`src/rtl/segscan_pkg.sv`:
```
package segscan_pkg;

    localparam int DATA_W = 8;
    localparam int SEG_W  = 8;

    typedef enum logic [1:0] {
        MODE_RAW  = 2'b00,
        MODE_HEX  = 2'b01,
        MODE_ALT  = 2'b10,
        MODE_RAW2 = 2'b11
    } dec_mode_e;

    typedef enum logic [1:0] {
        ST_DRIVE = 2'b00,
        ST_BLANK = 2'b01,
        ST_HALT  = 2'b10
    } scan_st_e;

    // Glyphs are ordered g..a (bit6..bit0), active high.
    function automatic logic [6:0] hex_glyph(input logic [3:0] n);
        logic [6:0] g;
        unique case (n)
            4'h0: g = 7'h3F;
            4'h1: g = 7'h06;
            4'h2: g = 7'h5B;
            4'h3: g = 7'h4F;
            4'h4: g = 7'h66;
            4'h5: g = 7'h6D;
            4'h6: g = 7'h7D;
            4'h7: g = 7'h07;
            4'h8: g = 7'h7F;
            4'h9: g = 7'h6F;
            4'hA: g = 7'h77;
            4'hB: g = 7'h7C;
            4'hC: g = 7'h39;
            4'hD: g = 7'h5E;
            4'hE: g = 7'h79;
            default: g = 7'h71;
        endcase
        return g;
    endfunction

    function automatic logic [6:0] alt_glyph(input logic [3:0] n);
        logic [6:0] g;
        unique case (n)
            4'hA: g = 7'h40;  // dash
            4'hB: g = 7'h79;  // E
            4'hC: g = 7'h76;  // H
            4'hD: g = 7'h38;  // L
            4'hE: g = 7'h73;  // P
            4'hF: g = 7'h00;  // blank
            default: g = hex_glyph(n);
        endcase
        return g;
    endfunction

endpackage

```
`src/rtl/segscan_mem.sv`:
```
module segscan_mem #(
    parameter int DIGITS = 8,
    parameter int DATA_W = 8
) (
    input  logic                      clk,
    input  logic                      rst_n,
    input  logic                      wr_en,
    input  logic [$clog2(DIGITS)-1:0] wr_addr,
    input  logic [DATA_W-1:0]         wr_data,
    input  logic [$clog2(DIGITS)-1:0] rd_idx,
    output logic [DATA_W-1:0]         rd_data
);
    localparam int ADDR_W = $clog2(DIGITS);

    logic [DATA_W-1:0] entry [DIGITS];

    for (genvar g = 0; g < DIGITS; g++) begin : g_entry
        always_ff @(posedge clk or negedge rst_n) begin
            if (!rst_n) begin
                entry[g] <= '0;
            end else if (wr_en && (wr_addr == ADDR_W'(g))) begin
                entry[g] <= wr_data;
            end
        end
    end

    assign rd_data = entry[rd_idx];

endmodule

```
`src/rtl/segscan_decode.sv`:
```
module segscan_decode
    import segscan_pkg::*;
(
    input  logic [1:0]        mode,
    input  logic [DATA_W-1:0] raw,
    output logic [SEG_W-1:0]  seg
);
    dec_mode_e md;
    assign md = dec_mode_e'(mode);

    always_comb begin
        unique case (md)
            MODE_HEX: seg = {raw[7], hex_glyph(raw[3:0])};
            MODE_ALT: seg = {raw[7], alt_glyph(raw[3:0])};
            MODE_RAW,
            MODE_RAW2: seg = {~raw[7], raw[6:0]};
            default:  seg = {~raw[7], raw[6:0]};
        endcase
    end

endmodule

```
`src/rtl/segscan_seq.sv`:
```
module segscan_seq
    import segscan_pkg::*;
#(
    parameter int DIGITS     = 8,
    parameter int ON_CYCLES  = 16,
    parameter int GAP_CYCLES = 4
) (
    input  logic                      clk,
    input  logic                      rst_n,
    input  logic                      halt,
    output logic                      drive_on,
    output logic [$clog2(DIGITS)-1:0] digit_idx
);
    localparam int ADDR_W  = $clog2(DIGITS);
    localparam int CNT_MAX = (ON_CYCLES > GAP_CYCLES) ? ON_CYCLES : GAP_CYCLES;
    localparam int CNT_W   = $clog2(CNT_MAX + 1);
    localparam logic [CNT_W-1:0]  ON_LAST  = CNT_W'(ON_CYCLES - 1);
    localparam logic [CNT_W-1:0]  GAP_LAST = CNT_W'(GAP_CYCLES - 1);
    localparam logic [ADDR_W-1:0] IDX_LAST = ADDR_W'(DIGITS - 1);

    scan_st_e          st, st_n;
    logic [CNT_W-1:0]  cnt, cnt_n;
    logic [ADDR_W-1:0] idx, idx_n;

    // State register
    always_ff @(posedge clk or negedge rst_n) begin
        if (!rst_n) begin
            st  <= ST_DRIVE;
            cnt <= '0;
            idx <= '0;
        end else begin
            st  <= st_n;
            cnt <= cnt_n;
            idx <= idx_n;
        end
    end

    // Transitions: T_HALT, T_RESUME, T_DRIVE_DONE, T_BLANK_DONE
    always_comb begin
        st_n  = st;
        cnt_n = cnt;
        idx_n = idx;
        unique case (st)
            ST_DRIVE: begin
                if (halt) begin
                    st_n = ST_HALT;
                end else if (cnt == ON_LAST) begin
                    st_n  = ST_BLANK;
                    cnt_n = '0;
                end else begin
                    cnt_n = cnt + 1'b1;
                end
            end
            ST_BLANK: begin
                if (halt) begin
                    st_n = ST_HALT;
                end else if (cnt == GAP_LAST) begin
                    st_n  = ST_DRIVE;
                    cnt_n = '0;
                    idx_n = (idx == IDX_LAST) ? '0 : idx + 1'b1;
                end else begin
                    cnt_n = cnt + 1'b1;
                end
            end
            ST_HALT: begin
                if (!halt) begin
                    st_n  = ST_DRIVE;
                    cnt_n = '0;
                end
            end
            default: begin
                st_n  = ST_HALT;
                cnt_n = '0;
            end
        endcase
    end

    // Outputs
    always_comb begin
        drive_on  = (st == ST_DRIVE);
        digit_idx = idx;
    end

endmodule

```
`src/rtl/segscan_top.sv`:
```
module segscan_top
    import segscan_pkg::*;
#(
    parameter int DIGITS     = 8,
    parameter int ON_CYCLES  = 16,
    parameter int GAP_CYCLES = 4
) (
    input  logic                      clk,
    input  logic                      rst_n,
    input  logic                      wr_en,
    input  logic [$clog2(DIGITS)-1:0] wr_addr,
    input  logic [7:0]                wr_data,
    input  logic [1:0]                mode,
    input  logic                      shutdown,
    output logic [7:0]                seg_out,
    output logic [DIGITS-1:0]         dig_en
);
    localparam int ADDR_W = $clog2(DIGITS);

    logic              drive_on;
    logic [ADDR_W-1:0] digit_idx;
    logic [DATA_W-1:0] cur_raw;
    logic [SEG_W-1:0]  cur_seg;

    segscan_seq #(
        .DIGITS(DIGITS), .ON_CYCLES(ON_CYCLES), .GAP_CYCLES(GAP_CYCLES)
    ) seq_i (
        .clk(clk), .rst_n(rst_n), .halt(shutdown),
        .drive_on(drive_on), .digit_idx(digit_idx)
    );

    segscan_mem #(.DIGITS(DIGITS), .DATA_W(DATA_W)) mem_i (
        .clk(clk), .rst_n(rst_n), .wr_en(wr_en), .wr_addr(wr_addr),
        .wr_data(wr_data), .rd_idx(digit_idx), .rd_data(cur_raw)
    );

    segscan_decode dec_i (.mode(mode), .raw(cur_raw), .seg(cur_seg));

    for (genvar g = 0; g < DIGITS; g++) begin : g_digit
        assign dig_en[g] = drive_on && (digit_idx == ADDR_W'(g));
    end

    assign seg_out = drive_on ? cur_seg : '0;

endmodule

```
`config.mk`:
```
export PLATFORM = sky130hd
export DESIGN_NAME = segscan_top
export DESIGN_NICKNAME = d
export VERILOG_FILES = /design/src/rtl/segscan_pkg.sv /design/src/rtl/segscan_mem.sv /design/src/rtl/segscan_decode.sv /design/src/rtl/segscan_seq.sv /design/src/rtl/segscan_top.sv
export SDC_FILE = /design/constraint.sdc
export NUM_CORES = 1
export LEC_CHECK = 0
export BUFFER_PORTS_ARGS = -buffer_cell sky130_fd_sc_hd__clkbuf_2
export CAP_MARGIN = 20
export CORE_MARGIN = 5
export CORE_UTILIZATION = 40
export CTS_CLUSTER_SIZE = 24
export DETAILED_ROUTE_END_ITERATION = 16
export PLACE_DENSITY_LB_ADDON = 0.15
export SLEW_MARGIN = 20
export SYNTH_ARGS = -nofsm -noshare
export SYNTH_HDL_FRONTEND = slang
export SYNTH_SLANG_ARGS = --single-unit
```
`constraint.sdc`:
```
create_clock -name clk -period 3.7 [get_ports clk]
set_input_delay 0.74 -clock clk [delete_from_list [all_inputs] [get_ports clk]]
set_output_delay 0.74 -clock clk [all_outputs]
set_load 0.02 [all_outputs]
```
== Word level (Yosys, flattened, before mapping) ==
Memories as Yosys holds them, arrays and structs flattened.
Index checks and enable logic that the tools add are counted.
Word-level totals
  bits in registers: 74
  latch bits: 0
  RAM bits: 0
  bits in read-only memories: 224
  input port bits: 17
  output and inout bits: 16
  memories kept: 2
Memories
  (name not given): words 16, width 7, rd ports 1, clocked after Yosys merged registers in 0, write ports 0, RTL line segscan_pkg.sv:22  | unique case (n)
  (name not given): words 16, width 7, rd ports 1, clocked after Yosys merged registers in 0, write ports 0, RTL line segscan_pkg.sv:22
Cells by class
  $add $sub $neg: 2
  multiply operators: 0
  div/mod/pow operators: 0
  order comparisons: 1
  equal/unequal tests: 32
  shift operators: 0
  mux-type cells: 19
  bitwise gates (word level): 3
  reductions and logical operators: 24
Operators by type and width (count)
  $pmux W7 S6: 1
  $mux W5: 5
  $bmux W8 S3: 1
  $eq A3 B3 Y1 const B: 8
  $eq A4 B4 Y1 const B: 6
  $mux W8: 3
  $pmux W8 S3: 1
  $logic_and A1 B1 Y1: 16
  $pmux W5 S3: 1
  $eq A3 B2 Y1 const B: 4
  $mux W2: 5
  $reduce_and A3 Y1: 3
  $eq A2 B2 Y1 const B: 3
  $eq A3 B1 Y1 const B: 2
  $logic_not A3 Y1: 2
  $ne A2 B2 Y1 const B: 3
  $ne A3 B2 Y1 const B: 2
  $pmux W2 S3: 1
  $add A5 B1 Y5 const B: 1
  $eq A5 B2 Y1 const B: 1
  $eq A5 B4 Y1 const B: 1
  $eq A2 B1 Y1 const B: 2
  $ge A4 B4 Y1 const B: 1
  $logic_not A2 Y1: 2
  5 further kinds: 6

== Logic depth before layout (Yosys ltp) ==
  depth in word-level cells: 8
  depth in mapped cells: 12
  depth with buffers taken out: 9

== Modules after synthesis ==
Synthesis repeated with hierarchy kept, for this count alone.
Unflattened totals
  cell total of the unflattened synthesis: 321
  area total of the unflattened synthesis: 4314.1 um^2
Modules (own cells, without submodules)
  segscan_mem: instances 1, cells an instance 172, area an instance 2992.9 um^2, sequential area each 1601.5 um^2
  segscan_decode: instances 1, cells an instance 81, area an instance 595.6 um^2, sequential area each 0.0 um^2
  segscan_seq: instances 1, cells an instance 51, area an instance 560.5 um^2, sequential area each 250.2 um^2
  segscan_top: instances 1, cells an instance 17, area an instance 165.2 um^2, sequential area each 0.0 um^2

== Worst setup path after synthesis ==
No wires, ideal clock.
  kind: reg2out
  start point: reg seq_i.idx[2] (netlist: seq_i.digit_idx[2])
  end point: out seg_out[3]
  data arrival time: 2891 ps
  slack: 69 ps
  stages on the path, launching flop included: 11
  cells stage by stage: dfrtp_1 -> buf_2 -> buf_1 -> mux4_2 -> mux2i_1 -> inv_1 -> ha_1 -> clkbuf_1 -> o21ai_0 -> a41oi_1 -> a2111oi_2
Between the ends
  cells in the longest elaborated chain, start to end: 8
  elaborated cells between the ends (all ways): 15
  classes of those cells: eq/ne (6); mux (6); bitwise (1); memory (2)
Ends and longest elaborated chain
  start, declared: RTL line segscan_seq.sv:23  | logic [ADDR_W-1:0] idx, idx_n;
  start signal, assigned: RTL line segscan_seq.sv:34  | idx <= idx_n;
  $not A3 Y4 (not written as such) *: RTL line segscan_mem.sv:27  | assign rd_data = entry[rd_idx];
  $bmux W8 S3 *: RTL line segscan_mem.sv:27
  $mux W8 (not written as such) * (2 in a row): RTL line segscan_mem.sv:27
  $mem_v2 Z16 W7 or $eq A4 B4 Y1 (tied branches)
  $pmux W7 S6: RTL line segscan_pkg.sv:45  | unique case (n)
  $pmux W8 S3 *: RTL line segscan_decode.sv:12  | unique case (md)
  $mux W8 *: RTL line segscan_top.sv:43  | assign seg_out = drive_on ? cur_seg : '0;
  end, declared: RTL line segscan_top.sv:15  | output logic [7:0] seg_out,
Every way passes the cells marked *; elsewhere a longest branch is shown, timed or not. The select of a mux whose other input is x is not followed.

== Worst setup path after layout ==
  start point: reg seq_i.idx[1] (netlist: seq_i.digit_idx[1])
  end point: out seg_out[4]
Same word-level chain as after synthesis.

==> results.toml <==
[status]
outcome = "completed"

[finish]
layout.cells.non_filler = 538
final_layout_size_suffix_gt1_share_pct = 41.54
antenna_cells_inserted = 0
layout.area.seq_sq_um = 1854
total_area_of_multi_input_combinational_cells_sq_um = 2356
fillCellCount = 971
post-route-util_pct = 47.19
relative_area_change_from_synthesis_to_final_layout_pct = 15.06
net_count_reported_at_finish = 431

[synthesis]
share_of_synthesized_registers_carrying_an_async_set_or_reset_pct = 100.0
synth_fp_nets = 391
synthDominantAreaCellType = "sky130_fd_sc_hd__dfrtp_1"
synth-seq-area-share_pct = 43.54
yosys_register_bits = 74
synth.cell_area_sq_um = 4253
synth-main-ff-cell = "sky130_fd_sc_hd__dfrtp_1"
top_cells_by_count_synth = "sky130_fd_sc_hd__dfrtp_1 (74), sky130_fd_sc_hd__mux2_2 (66), sky130_fd_sc_hd__nand2_1 (31), sky130_fd_sc_hd__ha_1 (17), sky130_fd_sc_hd__nor2_1 (16)"
yosysTopAreaCellShare_pct = 43.54
yosysUniqueCellTypes = 51
postSynthCellCount = 357
syn_avg_cell_area_sq_um = 11.91
synth.yosys.warnings = 0
post-synth-top-count-cell = "sky130_fd_sc_hd__dfrtp_1"
synth.area.top_cells = "sky130_fd_sc_hd__dfrtp_1 (44%), sky130_fd_sc_hd__mux2_2 (17%), sky130_fd_sc_hd__mux4_2 (6.9%)"
synth_enable_flop_cells = 0

[power]
switching_fraction_pct = 31.06
power_density_nw_per_um2 = 459.1
p_seq_share_pct = 46.7
totalPowerFinal_w = 0.002247
power.share.clock_pct = 24.1
p_int_w = 0.001549
peakVddDrop_mv = 0.1936
portion_of_total_power_attributed_to_combinational_logic_pct = 29.2
leakage_power_nw = 2.076
net-switching-power_w = 0.0006979

[timing]
fmax_ghz = 0.2791
finalHoldViolations = 0
finalSetupTns_ns = 0
report.final.setup_viol = 0
rsz_0062_raised_after_global_routing = "yes"
clock-skew-final_ns = 0.009611
worst_hold_slack_ns = 0.5045
slew_viol_final = 0
max_slew.worst_pin.slew_ns = 0.9441
fin_crit_ns = 3.583
maxSlewHeadroom_pct = 36.72
post-route-period-util_pct = 96.85

[floorplan]
floorplan.die.width_um = 113.1
floorplan.core_area_sq_um = 10370
start_util_pct = 41.01
chipHeight_um = 113.1
pin_count = 33
std_cell_rows = 37
fp.dieArea_sq_um = 12790

[worst_setup_path]
critPathTopFamily = "multiplexers"
worst_ep_arrival_time_ns = 2.84
timing.critical_path.cells = "mux4_2 -> mux2i_4 -> inv_2 -> ha_4 -> nor2_1 -> nand3_1 -> mux2i_1 -> a221o_1 -> a21boi_2 -> buf_4"
path_buf_inv = 2
worst_r2r_path_depth = 5
depth_of_the_critical_timing_path_with_buffers_and_inverters_included = 10
worst-path-max-fanout = 6
timing.setup.critical_path_class = "reg -> out"
kind_of_start_point_of_the_critical_path = "register"
timing.critical_path.slowest_stage_cell = "sky130_fd_sc_hd__mux4_2"
timing.critical_path.to_type = "output port"
critical_path.max_stage_delay_ns = 0.56
worst-endpoint-required_ns = 2.96

[global_routing]
grt_overflow = 0
grt_usage_pct = 15.55
grt_antenna_before_repair = 0
grt_pass1_vias = 3064
grt_pass1_wl_mm = 15.80
grt_max_degree = 75

[cts]
cts_sinks = 74
cts_tree = "done"
clock_path_buffers = 2
htreeDepth = 3
insertion_delay_ns = 0.34
clk_pin_slew_worst_paths_ns = 0.07
cts-buffers-inserted = 9
root_buffer = "sky130_fd_sc_hd__clkbuf_8"

[min_path]
timing.hold.worst.class = "reg -> reg"
holdPathStages = 1

[detailed_routing]
vias = 3011
drt-vias-per-instance = 5.597
totalWireLength_mm = 9.368
avgRoutedWirePerCell_um = 17.41
firstDrtPassIters = 4
drc_errors = 0
antenna_violating_nets_left = 0
drt_iter0_drc = 241

[flow_run]
max_cap_viol_count = 0

[placed_design]
hpwl_mm = 6.527
numPlacedInstances = 514
port_buffers = 32
gp_congestion = 0.9178
registers in the layout, indices dropped and copies added, names as in the netlist:
signal           cells
mem_i.entry         64
seq_i.cnt            5
seq_i.digit_idx      3
seq_i.st             2
placed cells by master (no fill, tap or decap), types with 3 or more instances in the layout:
master	netlist	final
sky130_fd_sc_hd__clkbuf_2	0	26
sky130_fd_sc_hd__o21ai_0	10	8
sky130_fd_sc_hd__dfrtp_1	74	72
sky130_fd_sc_hd__clkbuf_8	0	9
sky130_fd_sc_hd__nor2_1	16	15
sky130_fd_sc_hd__a21oi_1	10	10
sky130_fd_sc_hd__a211oi_1	4	4
sky130_fd_sc_hd__nand2b_1	7	7
sky130_fd_sc_hd__nor2b_1	3	3
sky130_fd_sc_hd__and2_1	3	3
sky130_fd_sc_hd__and3_1	6	6
sky130_fd_sc_hd__nand2_1	31	31
sky130_fd_sc_hd__buf_4	1	19
sky130_fd_sc_hd__mux2i_4	2	3
sky130_fd_sc_hd__inv_1	11	9
sky130_fd_sc_hd__o31ai_1	5	3
sky130_fd_sc_hd__mux4_2	13	14
sky130_fd_sc_hd__ha_1	17	13
sky130_fd_sc_hd__nand4b_1	3	3
sky130_fd_sc_hd__clkinvlp_4	0	3
sky130_fd_sc_hd__mux2_2	66	66
sky130_fd_sc_hd__a21o_1	4	4
sky130_fd_sc_hd__nor3_1	7	6
sky130_fd_sc_hd__nand3_1	9	9
sky130_fd_sc_hd__ha_4	0	4
sky130_fd_sc_hd__a31oi_1	3	3
layout make-up:
| cell class | instances | area share (%) |
|---|---|---|
| flip-flops and latches | 74 | 37.89 |
| inverters | 12 | 0.9972 |
| clock buffers | 10 | 2.608 |
| multi-input cells | 252 | 48.15 |
| well taps | 136 | 3.477 |
| clock inverters | 6 | 0.8693 |
| repair buffers | 48 | 6.009 |
per-stage QoR:
step	cell area, sq um	setup WS (ns)
CTS	4781	-0.01153
detailed placement	4547	0.06154
global placement	4547	0.1489
global route	4893	-0.03083
floorplan	4253	0.06865
finish	4893	0.1166
final timing paths:
path                                                start                              to  slack [ns]
hold / removal                mem_i.entry[10]$_DFFE_PN0P_     mem_i.entry[10]$_DFFE_PN0P_        0.50
min in group asynchronous                           rst_n     mem_i.entry[39]$_DFFE_PN0P_        0.60
setup reg to reg                 seq_i.cnt[0]$_DFFE_PN0P_  seq_i.digit_idx[1]$_DFFE_PN0P_        1.91
max in group asynchronous                           rst_n  seq_i.digit_idx[1]$_DFFE_PN0P_        2.40
setup / recovery           seq_i.digit_idx[1]$_DFFE_PN0P_                      seg_out[4]        0.12
hold reg to reg               mem_i.entry[10]$_DFFE_PN0P_     mem_i.entry[10]$_DFFE_PN0P_        0.50
worst reg2reg max path: cells and delay by family, from the launching register on:
| kind | cells | cell delay (ns) |
|---|---|---|
| AO/OA/AOI/OAI | 1 | 0.29 |
| adder cells (fa/ha/maj) | 1 | 0.24 |
| AND/OR/NAND/NOR | 3 | 0.71 |
| flip-flops | 1 | 0.41 |
metal layers:
layer / vias up / track usage (%) / routed length, um
li1: 1401 / - / -
met1: 1512 / 22.10 / 4514
met5: - / 0 / 0
met4: 0 / 5.529 / 177
met2: 84 / 24.13 / 4290
met3: 14 / 2.513 / 386
power by group through the flow:
stage          registers, W  logic (W)  clock network (W)
3_3_place_gp        0.00106   0.000574                  0
2_1_floorplan       0.00104   0.000452                  0
5_1_grt             0.00107   0.000723           0.000605
3_5_place_dp        0.00106   0.000579                  0
4_1_cts             0.00105   0.000607           0.000563
6_report            0.00105   0.000657           0.000541
logic make-up after synthesis:
kind of cell,count (synthesis),synth area share (%)
muxes,88,28.21
and+or+nand+nor,93,11.09
buffers and inverters,31,3.324
DFF,74,43.54
AOI/OAI and AO/OA,54,8.827
adders and majority gates,17,5.001
repair_timing:
item                                    in CTS  in global routing
resized for setup                           12                 25
setup buffers                                2                  6
endpoints found under the setup margin       7                  6
hold buffers                                 0                  0
cloned                                       0                  0
pin swaps                                    0                  5
Power figures use the tool's default switching activity.
